--- config.mk ---
export PLATFORM = sky130hd
export DESIGN_NAME = i2c_hang_recovery
export DESIGN_NICKNAME = d
export VERILOG_FILES = /design/src/rtl/hrec_pkg.sv /design/src/rtl/hrec_sync.sv /design/src/rtl/hrec_timer.sv /design/src/rtl/hrec_attempts.sv /design/src/rtl/hrec_fsm.sv /design/src/rtl/i2c_hang_recovery.sv
export SDC_FILE = /design/constraint.sdc
export NUM_CORES = 1
export LEC_CHECK = 0
export BUFFER_PORTS_ARGS = -buffer_cell sky130_fd_sc_hd__buf_2
export CAP_MARGIN = 30
export CORE_ASPECT_RATIO = 1.75
export CORE_MARGIN = 10
export CORE_UTILIZATION = 57
export DETAILED_ROUTE_END_ITERATION = 6
export PLACE_DENSITY = 0.74
export SYNTH_ARGS = -nofsm -noshare
export SYNTH_HDL_FRONTEND = slang
export SYNTH_SLANG_ARGS = --single-unit
export TNS_END_PERCENT = 50
--- constraint.sdc ---
create_clock -name clk -period 1.5 [get_ports clk]
set_input_delay 0.3 -clock clk [delete_from_list [all_inputs] [get_ports clk]]
set_output_delay 0.3 -clock clk [all_outputs]
set_load 0.02 [all_outputs]
--- src/rtl/hrec_pkg.sv ---
package hrec_pkg;
  typedef enum logic [2:0] {
    HR_IDLE    = 3'd0,
    HR_RELEASE = 3'd1,
    HR_CHECK   = 3'd2,
    HR_PULSE   = 3'd3,
    HR_DONE    = 3'd4
  } hrec_state_e;
endpackage

--- src/rtl/hrec_sync.sv ---
module hrec_sync #(
  parameter int STAGES   = 2,
  parameter bit RST_VAL  = 1'b1
) (
  input  logic clk,
  input  logic rst_n,
  input  logic d_i,
  output logic q_o
);
  logic [STAGES-1:0] chain_q;

  generate
    for (genvar g = 0; g < STAGES; g++) begin : g_stage
      if (g == 0) begin : g_first
        always_ff @(posedge clk or negedge rst_n) begin
          if (!rst_n) chain_q[0] <= RST_VAL;
          else        chain_q[0] <= d_i;
        end
      end else begin : g_rest
        always_ff @(posedge clk or negedge rst_n) begin
          if (!rst_n) chain_q[g] <= RST_VAL;
          else        chain_q[g] <= chain_q[g-1];
        end
      end
    end
  endgenerate

  assign q_o = chain_q[STAGES-1];
endmodule

--- src/rtl/hrec_timer.sv ---
module hrec_timer #(
  parameter int W = 8
) (
  input  logic         clk,
  input  logic         rst_n,
  input  logic         load_i,
  input  logic [W-1:0] val_i,
  output logic         expired_o
);
  logic [W-1:0] cnt_q, cnt_d;
  logic         cnt_en;

  always_comb begin
    cnt_en = load_i || (cnt_q != '0);
    cnt_d  = load_i ? val_i : (cnt_q - 1'b1);
  end

  always_ff @(posedge clk or negedge rst_n) begin
    if (!rst_n)      cnt_q <= '0;
    else if (cnt_en) cnt_q <= cnt_d;
  end

  assign expired_o = (cnt_q == '0);
endmodule

--- src/rtl/hrec_attempts.sv ---
module hrec_attempts #(
  parameter int MAX_TRIES = 100,
  localparam int CW = $clog2(MAX_TRIES + 1)
) (
  input  logic clk,
  input  logic rst_n,
  input  logic clr_i,
  input  logic inc_i,
  output logic at_limit_o
);
  logic [CW-1:0] tries_q, tries_d;
  logic          tries_en;

  always_comb begin
    tries_en = clr_i || inc_i;
    tries_d  = clr_i ? '0 : (tries_q + 1'b1);
  end

  always_ff @(posedge clk or negedge rst_n) begin
    if (!rst_n)        tries_q <= '0;
    else if (tries_en) tries_q <= tries_d;
  end

  assign at_limit_o = (tries_q == CW'(MAX_TRIES));
endmodule

--- src/rtl/hrec_fsm.sv ---
module hrec_fsm
  import hrec_pkg::*;
#(
  parameter int PULSE_CYC  = 1000,
  parameter int SETTLE_CYC = 50,
  parameter int TW         = 10
) (
  input  logic          clk,
  input  logic          rst_n,
  input  logic          start_i,
  input  logic          bus_free_i,
  input  logic          tmr_expired_i,
  input  logic          at_limit_i,
  output logic          tmr_load_o,
  output logic [TW-1:0] tmr_val_o,
  output logic          try_clr_o,
  output logic          try_inc_o,
  output hrec_state_e   state_o,
  output logic          done_o,
  output logic          fail_o
);
  hrec_state_e st_q, st_d;
  logic        done_q, fail_q, done_d, fail_d, stat_en;

  always_comb begin
    st_d       = st_q;
    tmr_load_o = 1'b0;
    tmr_val_o  = '0;
    try_clr_o  = 1'b0;
    try_inc_o  = 1'b0;
    stat_en    = 1'b0;
    done_d     = done_q;
    fail_d     = fail_q;
    unique case (st_q)
      HR_IDLE: begin
        if (start_i) begin
          st_d       = HR_RELEASE;
          tmr_load_o = 1'b1;
          tmr_val_o  = TW'(SETTLE_CYC - 1);
          try_clr_o  = 1'b1;
          stat_en    = 1'b1;
          done_d     = 1'b0;
          fail_d     = 1'b0;
        end
      end
      HR_RELEASE: begin
        if (tmr_expired_i) st_d = HR_CHECK;
      end
      HR_CHECK: begin
        if (bus_free_i) begin
          st_d    = HR_DONE;
          stat_en = 1'b1;
          done_d  = 1'b1;
          fail_d  = 1'b0;
        end else if (at_limit_i) begin
          st_d    = HR_DONE;
          stat_en = 1'b1;
          done_d  = 1'b1;
          fail_d  = 1'b1;
        end else begin
          st_d       = HR_PULSE;
          tmr_load_o = 1'b1;
          tmr_val_o  = TW'(PULSE_CYC - 1);
          try_inc_o  = 1'b1;
        end
      end
      HR_PULSE: begin
        if (tmr_expired_i) begin
          st_d       = HR_RELEASE;
          tmr_load_o = 1'b1;
          tmr_val_o  = TW'(SETTLE_CYC - 1);
        end
      end
      HR_DONE: st_d = HR_IDLE;
      default: st_d = HR_IDLE;
    endcase
  end

  always_ff @(posedge clk or negedge rst_n) begin
    if (!rst_n) st_q <= HR_IDLE;
    else        st_q <= st_d;
  end

  always_ff @(posedge clk or negedge rst_n) begin
    if (!rst_n) begin
      done_q <= 1'b0;
      fail_q <= 1'b0;
    end else if (stat_en) begin
      done_q <= done_d;
      fail_q <= fail_d;
    end
  end

  assign state_o = st_q;
  assign done_o  = done_q;
  assign fail_o  = fail_q;
endmodule

--- src/rtl/i2c_hang_recovery.sv ---
module i2c_hang_recovery
  import hrec_pkg::*;
#(
  parameter int PULSE_CYC   = 1000,
  parameter int SETTLE_CYC  = 50,
  parameter int MAX_TRIES   = 100,
  parameter int SYNC_STAGES = 2,
  localparam int TMAX       = (PULSE_CYC > SETTLE_CYC) ? PULSE_CYC : SETTLE_CYC,
  localparam int TW         = $clog2(TMAX + 1)
) (
  input  logic clk,
  input  logic rst_n,
  input  logic start_i,
  input  logic scl_i,
  input  logic sda_i,
  output logic scl_drv_low_o,
  output logic sda_drv_low_o,
  output logic ctrl_rst_o,
  output logic reinit_o,
  output logic done_o,
  output logic fail_o
);
  logic          rst_n_s;
  logic          scl_s, sda_s;
  logic          tmr_load, tmr_expired;
  logic [TW-1:0] tmr_val;
  logic          try_clr, try_inc, at_limit;
  hrec_state_e   state;

  hrec_sync #(.STAGES(2), .RST_VAL(1'b0)) u_rst_sync (
    .clk(clk), .rst_n(rst_n), .d_i(1'b1), .q_o(rst_n_s)
  );

  hrec_sync #(.STAGES(SYNC_STAGES), .RST_VAL(1'b1)) u_scl_sync (
    .clk(clk), .rst_n(rst_n_s), .d_i(scl_i), .q_o(scl_s)
  );

  hrec_sync #(.STAGES(SYNC_STAGES), .RST_VAL(1'b1)) u_sda_sync (
    .clk(clk), .rst_n(rst_n_s), .d_i(sda_i), .q_o(sda_s)
  );

  hrec_timer #(.W(TW)) u_timer (
    .clk(clk), .rst_n(rst_n_s), .load_i(tmr_load), .val_i(tmr_val),
    .expired_o(tmr_expired)
  );

  hrec_attempts #(.MAX_TRIES(MAX_TRIES)) u_tries (
    .clk(clk), .rst_n(rst_n_s), .clr_i(try_clr), .inc_i(try_inc),
    .at_limit_o(at_limit)
  );

  hrec_fsm #(.PULSE_CYC(PULSE_CYC), .SETTLE_CYC(SETTLE_CYC), .TW(TW)) u_fsm (
    .clk(clk), .rst_n(rst_n_s), .start_i(start_i),
    .bus_free_i(scl_s & sda_s), .tmr_expired_i(tmr_expired),
    .at_limit_i(at_limit), .tmr_load_o(tmr_load), .tmr_val_o(tmr_val),
    .try_clr_o(try_clr), .try_inc_o(try_inc), .state_o(state),
    .done_o(done_o), .fail_o(fail_o)
  );

  assign scl_drv_low_o = (state == HR_PULSE);
  assign sda_drv_low_o = 1'b0;
  assign ctrl_rst_o    = (state == HR_RELEASE) || (state == HR_CHECK) ||
                         (state == HR_PULSE);
  assign reinit_o      = (state == HR_DONE);
endmodule

==> impl_metrics.sql, run 1 <==
INSERT INTO impl_metrics (metric_group, metric, value, unit) VALUES
('outcome', 'status', 'complete, but fails checks', ''),
('outcome', 'violations_in_the_final_reports', 'negative setup slack', ''),
('placement', 'dp.final_hpwl', '2340', 'µm'),
('final_layout', 'drive_above_1_share', '0.503', ''),
('placement', 'placedInstanceArea', '1660', 'µm²'),
('clocking', 'deepest_level_of_the_cts_h_tree', '1', ''),
('grt', 'aggregate_global_routing_overflow', '0', ''),
('route', 'drc', '0', ''),
('clocking', 'cts_max_path_buffers', '2', ''),
('die', 'die_width', '57.1', 'µm'),
('synth', 'netlist.area_leader.share', '0.438', ''),
('setup_path', 'critPathCaptureType', 'register', ''),
('timing', 'final-hold-violation-count', '0', ''),
('placement', 'gp_congestion', '0.891', ''),
('final_layout', 'final_cell_count_no_fill', '208', ''),
('die', 'floorplan.rows', '23', ''),
('setup_path', 'worst-endpoint-required', '1710', 'ps'),
('power', 'clockPowerShare', '0.358', ''),
('timing', 'max_freq', '0.585', 'GHz'),
('setup_path', 'timing.critical_path.from_type', 'register', ''),
('die', 'floorplan.initialDensity', '0.596', ''),
('synth', 'synthTopCellsByCount', 'dfrtp_1 (24), nand2_1 (8), nor2_1 (8)', ''),
('synth', 'avgSynthCellArea', '10.8', 'µm²'),
('setup_path', 'r2r_setup_slack', '-210', 'ps'),
('grt', 'wire_length_of_the_first_global_routing_pass', '6120', 'µm'),
('synth', 'yosysTopAreaCell', 'dfrtp_1', ''),
('final_layout', 'finalNetCount', '192', ''),
('hold_path', 'min_path_type', 'primary input to register', ''),
('grt', 'number_of_antenna_violations_at_the_first_check_in_global_routing', '0', ''),
('clocking', 'clock_insertion_delay_worst_skew', '280', 'ps'),
('timing', 'setup_violation_total_in_the_final_timing_report', '24', ''),
('setup_path', 'worst_r2r_startpoint', 'u_tries.tries_q[0]$_DFFE_PN0P_', ''),
('timing', 'fin_crit', '1710', 'ps'),
('setup_path', 'cp-startpoint', 'u_tries.tries_q[0]$_DFFE_PN0P_', ''),
('timing', 'layout_worst_path_cycle_share', '1.14', ''),
('power', 'p_leak', '0.000898', 'µW'),
('timing', 'grt_setup_unrepaired', 'true', ''),
('timing', 'final.setup.worst_slack', '-210', 'ps'),
('timing', 'skew', '2.56', 'ps'),
('synth', 'synth.top_cells.by_area', 'dfrtp_1 (44%), dfstp_2 (7.7%), xnor2_1 (3.2%)', ''),
('power', 'seq_power_share', '0.598', ''),
('clocking', 'clock-root-buffer', 'clkbuf_8', ''),
('setup_path', 'r2r-end', 'u_tries.tries_q[4]$_DFFE_PN0P_', ''),
('setup_path', 'crit_type', 'register to register', ''),
('grt', 'grt_max_degree', '27', ''),
('synth', 'synth.distinct_cells', '44', ''),
('die', 'placeableCoreArea', '2300', 'µm²'),
('synth', 'synth.cell_area', '1370', 'µm²'),
('placement', 'count_of_buffers_from_port_buffering', '9', ''),
('die', 'floorplan.die_area', '4840', 'µm²'),
('final_layout', 'insertedDiodeCount', '0', ''),
('route', 'firstDrtPassIters', '6', ''),
('clocking', 'tritoncts', 'built', ''),
('final_layout', 'final_area', '2000', 'µm²'),
('final_layout', 'area_growth', '45.5', '%'),
('die', 'pin_count', '11', ''),
('route', 'vias', '1236', ''),
('route', 'drtAntennaViolNets', '0', ''),
('power', 'comb_power_share', '0.044', ''),
('hold_path', 'worstHoldStart', 'scl_i', ''),
('setup_path', 'timing.reg2reg.worst_path_depth', '8', ''),
('setup_path', 'critical_path_peak_fanout', '5', ''),
('power', 'switching_share', '0.210', ''),
('synth', 'postSynthCellCount', '127', ''),
('clocking', 'cts_made_buffers', '3', ''),
('synth', 'synthesis.yosys.warnings', '0', ''),
('hold_path', 'hold_end', 'u_scl_sync.chain_q[0]$_DFF_PN1_', ''),
('synth', 'yosys.cell_count.top_type', 'dfrtp_1', ''),
('timing', 'slew_viol_final', '0', ''),
('setup_path', 'arrival', '1920', 'ps'),
('flow_run', 'timing.max_cap.violations', '0', '');
-- stage by stage --
step / util / setup WS (ps) / hold slack [ps] / total power, µW
after floorplan: - / -208 / 4.41 / 820
after global placement: 0.722 / -158 / 84.7 / 840
after detailed placement: 0.722 / -219 / 85.6 / 842
after CTS: 0.816 / -171 / 104 / 1300
after global routing: 0.867 / -270 / 98.5 / 1340
final: 0.867 / -210 / 111 / 1300
-- cells in the final DEF, fill, tap and decap left out, drive strengths merged, types with 2 or more instances in the layout --
master / n
buf: 54
dfrtp: 24
o21ai: 10
nand2: 8
nor2: 8
inv: 7
o211ai: 6
xnor2: 5
mux2i: 4
clkbuf: 4
dfstp: 4
nand3: 4
o21a: 3
and2: 3
a21oi: 3
nor4b: 3
nor3: 3
ha: 3
nand3b: 2
or2: 2
a31oi: 2
conb: 2
o31a: 2
nor4: 2
o31ai: 2
nor2b: 2
mux2: 2
-- metal layers --
| layer | GRT usage | wire length, µm | up-vias |
|---|---|---|---|
| li1 | - | - | 563 |
| met5 | 0 | 0 | - |
| met4 | 0.131 | 336 | 0 |
| met3 | 0.0239 | 92 | 25 |
| met2 | 0.300 | 2380 | 36 |
| met1 | 0.136 | 1290 | 612 |
-- registers in the layout, indices dropped and copies added (netlist names) --
name	cells
u_rst_sync.chain_q	1
u_tries.tries_q	7
u_sda_sync.chain_q	1
u_fsm.state_o	3
u_rst_sync.q_o	1
u_fsm.done_o	1
u_timer.cnt_q	10
u_scl_sync.q_o	1
u_scl_sync.chain_q	1
u_fsm.fail_o	1
u_sda_sync.q_o	1
-- logic make-up (layout without fill, tap and decap cells) --
kind of cell,after synthesis,after routing,synth area share
xor+xnor,5,5,0.0319
buf+inv,10,66,0.0310
compound gates,31,31,0.151
fa+ha+maj,3,3,0.0274
other cells,2,2,0.00548
flops,28,28,0.515
simple gates,42,42,0.191
mux,6,6,0.0484
-- final cells by class --
type                       count  area (µm²)
clock buffer                   4        55.1
inverter                       7        26.3
sequential                    28         706
multi-input combinational     89         728
fill                         113         307
tap                           25        31.3
timing repair buffer          55         449
-- power groups by stage --
stage / combinational [µW] / sequential [µW] / clock, µW
after global placement: 50.3 / 790 / 0
after floorplan: 20.0 / 800 / 0
final: 56.9 / 777 / 465
after global routing: 63.5 / 777 / 497
after CTS: 54.9 / 776 / 473
after detailed placement: 51.7 / 791 / 0
-- worst max path at each step --
| stage | endpoint | cells after the start |
|---|---|---|
| floorplan | u_timer.cnt_q[5]$_DFFE_PN0P_ | 6 |
| global placement | u_timer.cnt_q[0]$_DFFE_PN0P_ | 7 |
| detailed placement | u_fsm.state_o[1]$_DFFE_PN0P_ | 7 |
| CTS | u_timer.cnt_q[5]$_DFFE_PN0P_ | 4 |
| global route | u_tries.tries_q[4]$_DFFE_PN0P_ | 8 |
| finish | u_tries.tries_q[4]$_DFFE_PN0P_ | 8 |
-- timing repair --
action | 4_1_cts | 5_1_grt
hold endpoints to repair | 2 | 0
setup endpoints to repair | 22 | 23
hold buffers | 1 | 0
pin swaps | 10 | 5
cloned | 0 | 1
gates resized for setup | 29 | 22
buffers inserted | 9 | 5
-- critical path: stages, from the launching register on --
cell	delay (ps)
dfrtp_1	390
inv_2	60
ha_2	170
nand4_1	110
o211ai_1	130
buf_4	170
buf_6	130
or3_1	350
a21oi_1	130
Note: power is estimated with default switching activity, not from simulation.
==> inputs of run 2 (changes only) <==
--- a/config.mk
+++ b/config.mk
@@ -7,7 +7,6 @@
 export LEC_CHECK = 0
 export BUFFER_PORTS_ARGS = -buffer_cell sky130_fd_sc_hd__buf_2
 export CAP_MARGIN = 30
-export CORE_ASPECT_RATIO = 1.75
 export CORE_MARGIN = 10
 export CORE_UTILIZATION = 57
 export DETAILED_ROUTE_END_ITERATION = 6
==> constraint.sdc (replaced) <==
create_clock -name clk -period 1.9 [get_ports clk]
set_input_delay 0.38 -clock clk [delete_from_list [all_inputs] [get_ports clk]]
set_output_delay 0.38 -clock clk [all_outputs]
set_load 0.02 [all_outputs]
==> impl_metrics.sql, run 2 (synthesis results as in run 1) <==
INSERT INTO impl_metrics (metric_group, metric, value, unit) VALUES
('clocking', 'cts_made_buffers', '3', ''),
('clocking', 'clock-root-buffer', 'clkbuf_4', ''),
('timing', 'skew', '10.3', 'ps'),
('setup_path', 'arrival', '2040', 'ps'),
('route', 'firstDrtPassIters', '4', ''),
('setup_path', 'worst-endpoint-required', '2150', 'ps'),
('die', 'chip_height', '69.1', 'µm'),
('die', 'placeableCoreArea', '2250', 'µm²'),
('timing', 'grt_setup_unrepaired', 'false', ''),
('route', 'drtAntennaViolNets', '0', ''),
('final_layout', 'commonest_non_fill_non_tap_cell_in_the_layout', 'dfrtp_1', ''),
('timing', 'fin_worst_hold_slack', '132', 'ps'),
('final_layout', 'sequential_cell_area', '706', 'µm²'),
('grt', 'first_global_vias', '983', ''),
('grt', 'grt.total_usage', '0.102', ''),
('grt', 'aggregate_global_routing_overflow', '0', ''),
('power', 'peakVddDrop', '0.000589', 'V'),
('flow_run', 'timing.max_cap.violations', '0', ''),
('route', 'drc', '0', ''),
('timing', 'setup_violation_total_in_the_final_timing_report', '0', ''),
('setup_path', 'timing.critical_path.from_type', 'register', ''),
('power', 'cellPowerDensity', '612', 'nW/µm²'),
('route', 'drt-initial-drc-count', '71', ''),
('clocking', 'clock_insertion_delay_worst_skew', '320', 'ps'),
('clocking', 'cts_repair_resize_count', '0', ''),
('clocking', 'tritoncts', 'built', ''),
('clocking', 'deepest_level_of_the_cts_h_tree', '1', ''),
('timing', 'max_freq', '0.558', 'GHz'),
('placement', 'dp.final_hpwl', '1730', 'µm'),
('timing', 'timing.setup.tns', '0', 'ps'),
('die', 'floorplan.initialDensity', '0.608', ''),
('die', 'floorplan.die_area', '4770', 'µm²'),
('placement', 'placement.setup.worst_slack', '163', 'ps'),
('final_layout', 'area_growth', '10.8', '%'),
('final_layout', 'largest_register', 'u_timer.cnt_q', ''),
('die', 'pin_count', '11', ''),
('die', 'die_width', '69.1', 'µm'),
('placement', 'count_of_buffers_from_port_buffering', '9', ''),
('clocking', 'clk_pin_slew', '150', 'ps'),
('clocking', 'cts_setup_buffers', '0', ''),
('final_layout', 'final_cell_count_no_fill', '171', ''),
('hold_path', 'min_path_type', 'primary input to register', ''),
('route', 'vias', '970', ''),
('final_layout', 'final_util', '0.674', ''),
('placement', 'gp_congestion', '0.793', ''),
('final_layout', 'insertedDiodeCount', '0', ''),
('power', 'p_leak', '0.000653', 'µW'),
('final_layout', 'drive_above_1_share', '0.217', ''),
('timing', 'fin_crit', '1790', 'ps'),
('final_layout', 'final_cell_mix', 'dfrtp_1 (24), buf_2 (9), nor2_1 (8), nand2_1 (8)', ''),
('grt', 'wire_length_of_the_first_global_routing_pass', '4220', 'µm'),
('final_layout', 'finalNetCount', '152', ''),
('outcome', 'status', 'finished, final reports clean', ''),
('timing', 'final-hold-violation-count', '0', ''),
('timing', 'layout_worst_path_cycle_share', '0.943', ''),
('route', 'avgViaCountPerCell', '5.67', ''),
('timing', 'slew_viol_final', '0', ''),
('clocking', 'cts_max_path_buffers', '2', ''),
('route', 'route.detailed.wl_per_inst', '14.2', 'µm'),
('placement', 'place_inst', '166', ''),
('setup_path', 'critPathCaptureType', 'register', ''),
('timing', 'final.setup.worst_slack', '108', 'ps'),
('final_layout', 'largest_register_ffs', '10', ''),
('grt', 'grt_max_degree', '27', ''),
('clocking', 'total_number_of_clock_tree_sinks', '28', ''),
('setup_path', 'crit_type', 'register to register', ''),
('final_layout', 'fillers', '182', ''),
('die', 'floorplan.rows', '17', ''),
('clocking', 'ctsHoldBuffers', '1', ''),
('final_layout', 'multi_input_comb_area', '623', 'µm²'),
('setup_path', 'r2r_setup_slack', '110', 'ps'),
('setup_path', 'critical_path_peak_fanout', '8', ''),
('grt', 'number_of_antenna_violations_at_the_first_check_in_global_routing', '0', ''),
('route', 'detail_route.wirelength', '2440', 'µm');
## run 2: cell count changes in the layout (fill, tap and decap cells not counted), sizes merged
cell	delta
buf	-40
## run 2: metal layers
metal  wire (µm)  track usage  part of all wire  up-vias
met5           0            0                 0        -
met4          14       0.0399            0.0057        0
met3          81       0.0243             0.033        2
met2        1220        0.172              0.50       17
met1        1120        0.120              0.46      472
li1            -            -                 -      479
## run 2: layout make-up
| type | instances | share of cell area |
|---|---|---|
| Tap cell | 28 | 0.0231 |
| Multi-Input combinational cell | 89 | 0.410 |
| Clock buffer | 4 | 0.0239 |
| Timing Repair Buffer | 15 | 0.0610 |
| Inverter | 7 | 0.0173 |
| Sequential cell | 28 | 0.465 |
## run 2: worst paths after layout
check,start,to,depth (start not counted)
setup / recovery,u_timer.cnt_q[0]$_DFFE_PN0P_,u_timer.cnt_q[5]$_DFFE_PN0P_,6
hold / removal,sda_i,u_sda_sync.chain_q[0]$_DFF_PN1_,1
setup reg to reg,u_timer.cnt_q[0]$_DFFE_PN0P_,u_timer.cnt_q[5]$_DFFE_PN0P_,6
hold reg to reg,u_rst_sync.q_o$_DFF_PN0_,u_fsm.state_o[1]$_DFFE_PN0P_,1
max in group asynchronous,u_rst_sync.q_o$_DFF_PN0_,u_scl_sync.q_o$_DFF_PN1_,1
min in group asynchronous,u_rst_sync.q_o$_DFF_PN0_,u_fsm.state_o[1]$_DFFE_PN0P_,1
## run 2: report_power, final
part	internal, µW	total (µW)	switching (µW)
sequential	609	614	5.35
clock	117	281	164
combinational	11.8	34.0	22.2
total	738	929	191
## run 2: critical path, stage by stage, from the launching register on
cell,delay (ps)
dfrtp_1,440
inv_1,100
ha_1,220
nor4b_4,240
nand3_2,230
mux2_4,360
o211ai_2,130
## run 2: per-stage QoR
stage               area, µm²  total power (µW)
floorplan                1370               647
global placement         1470               657
detailed placement       1470               659
CTS                      1520               940
global route             1520               978
finish                   1520               929
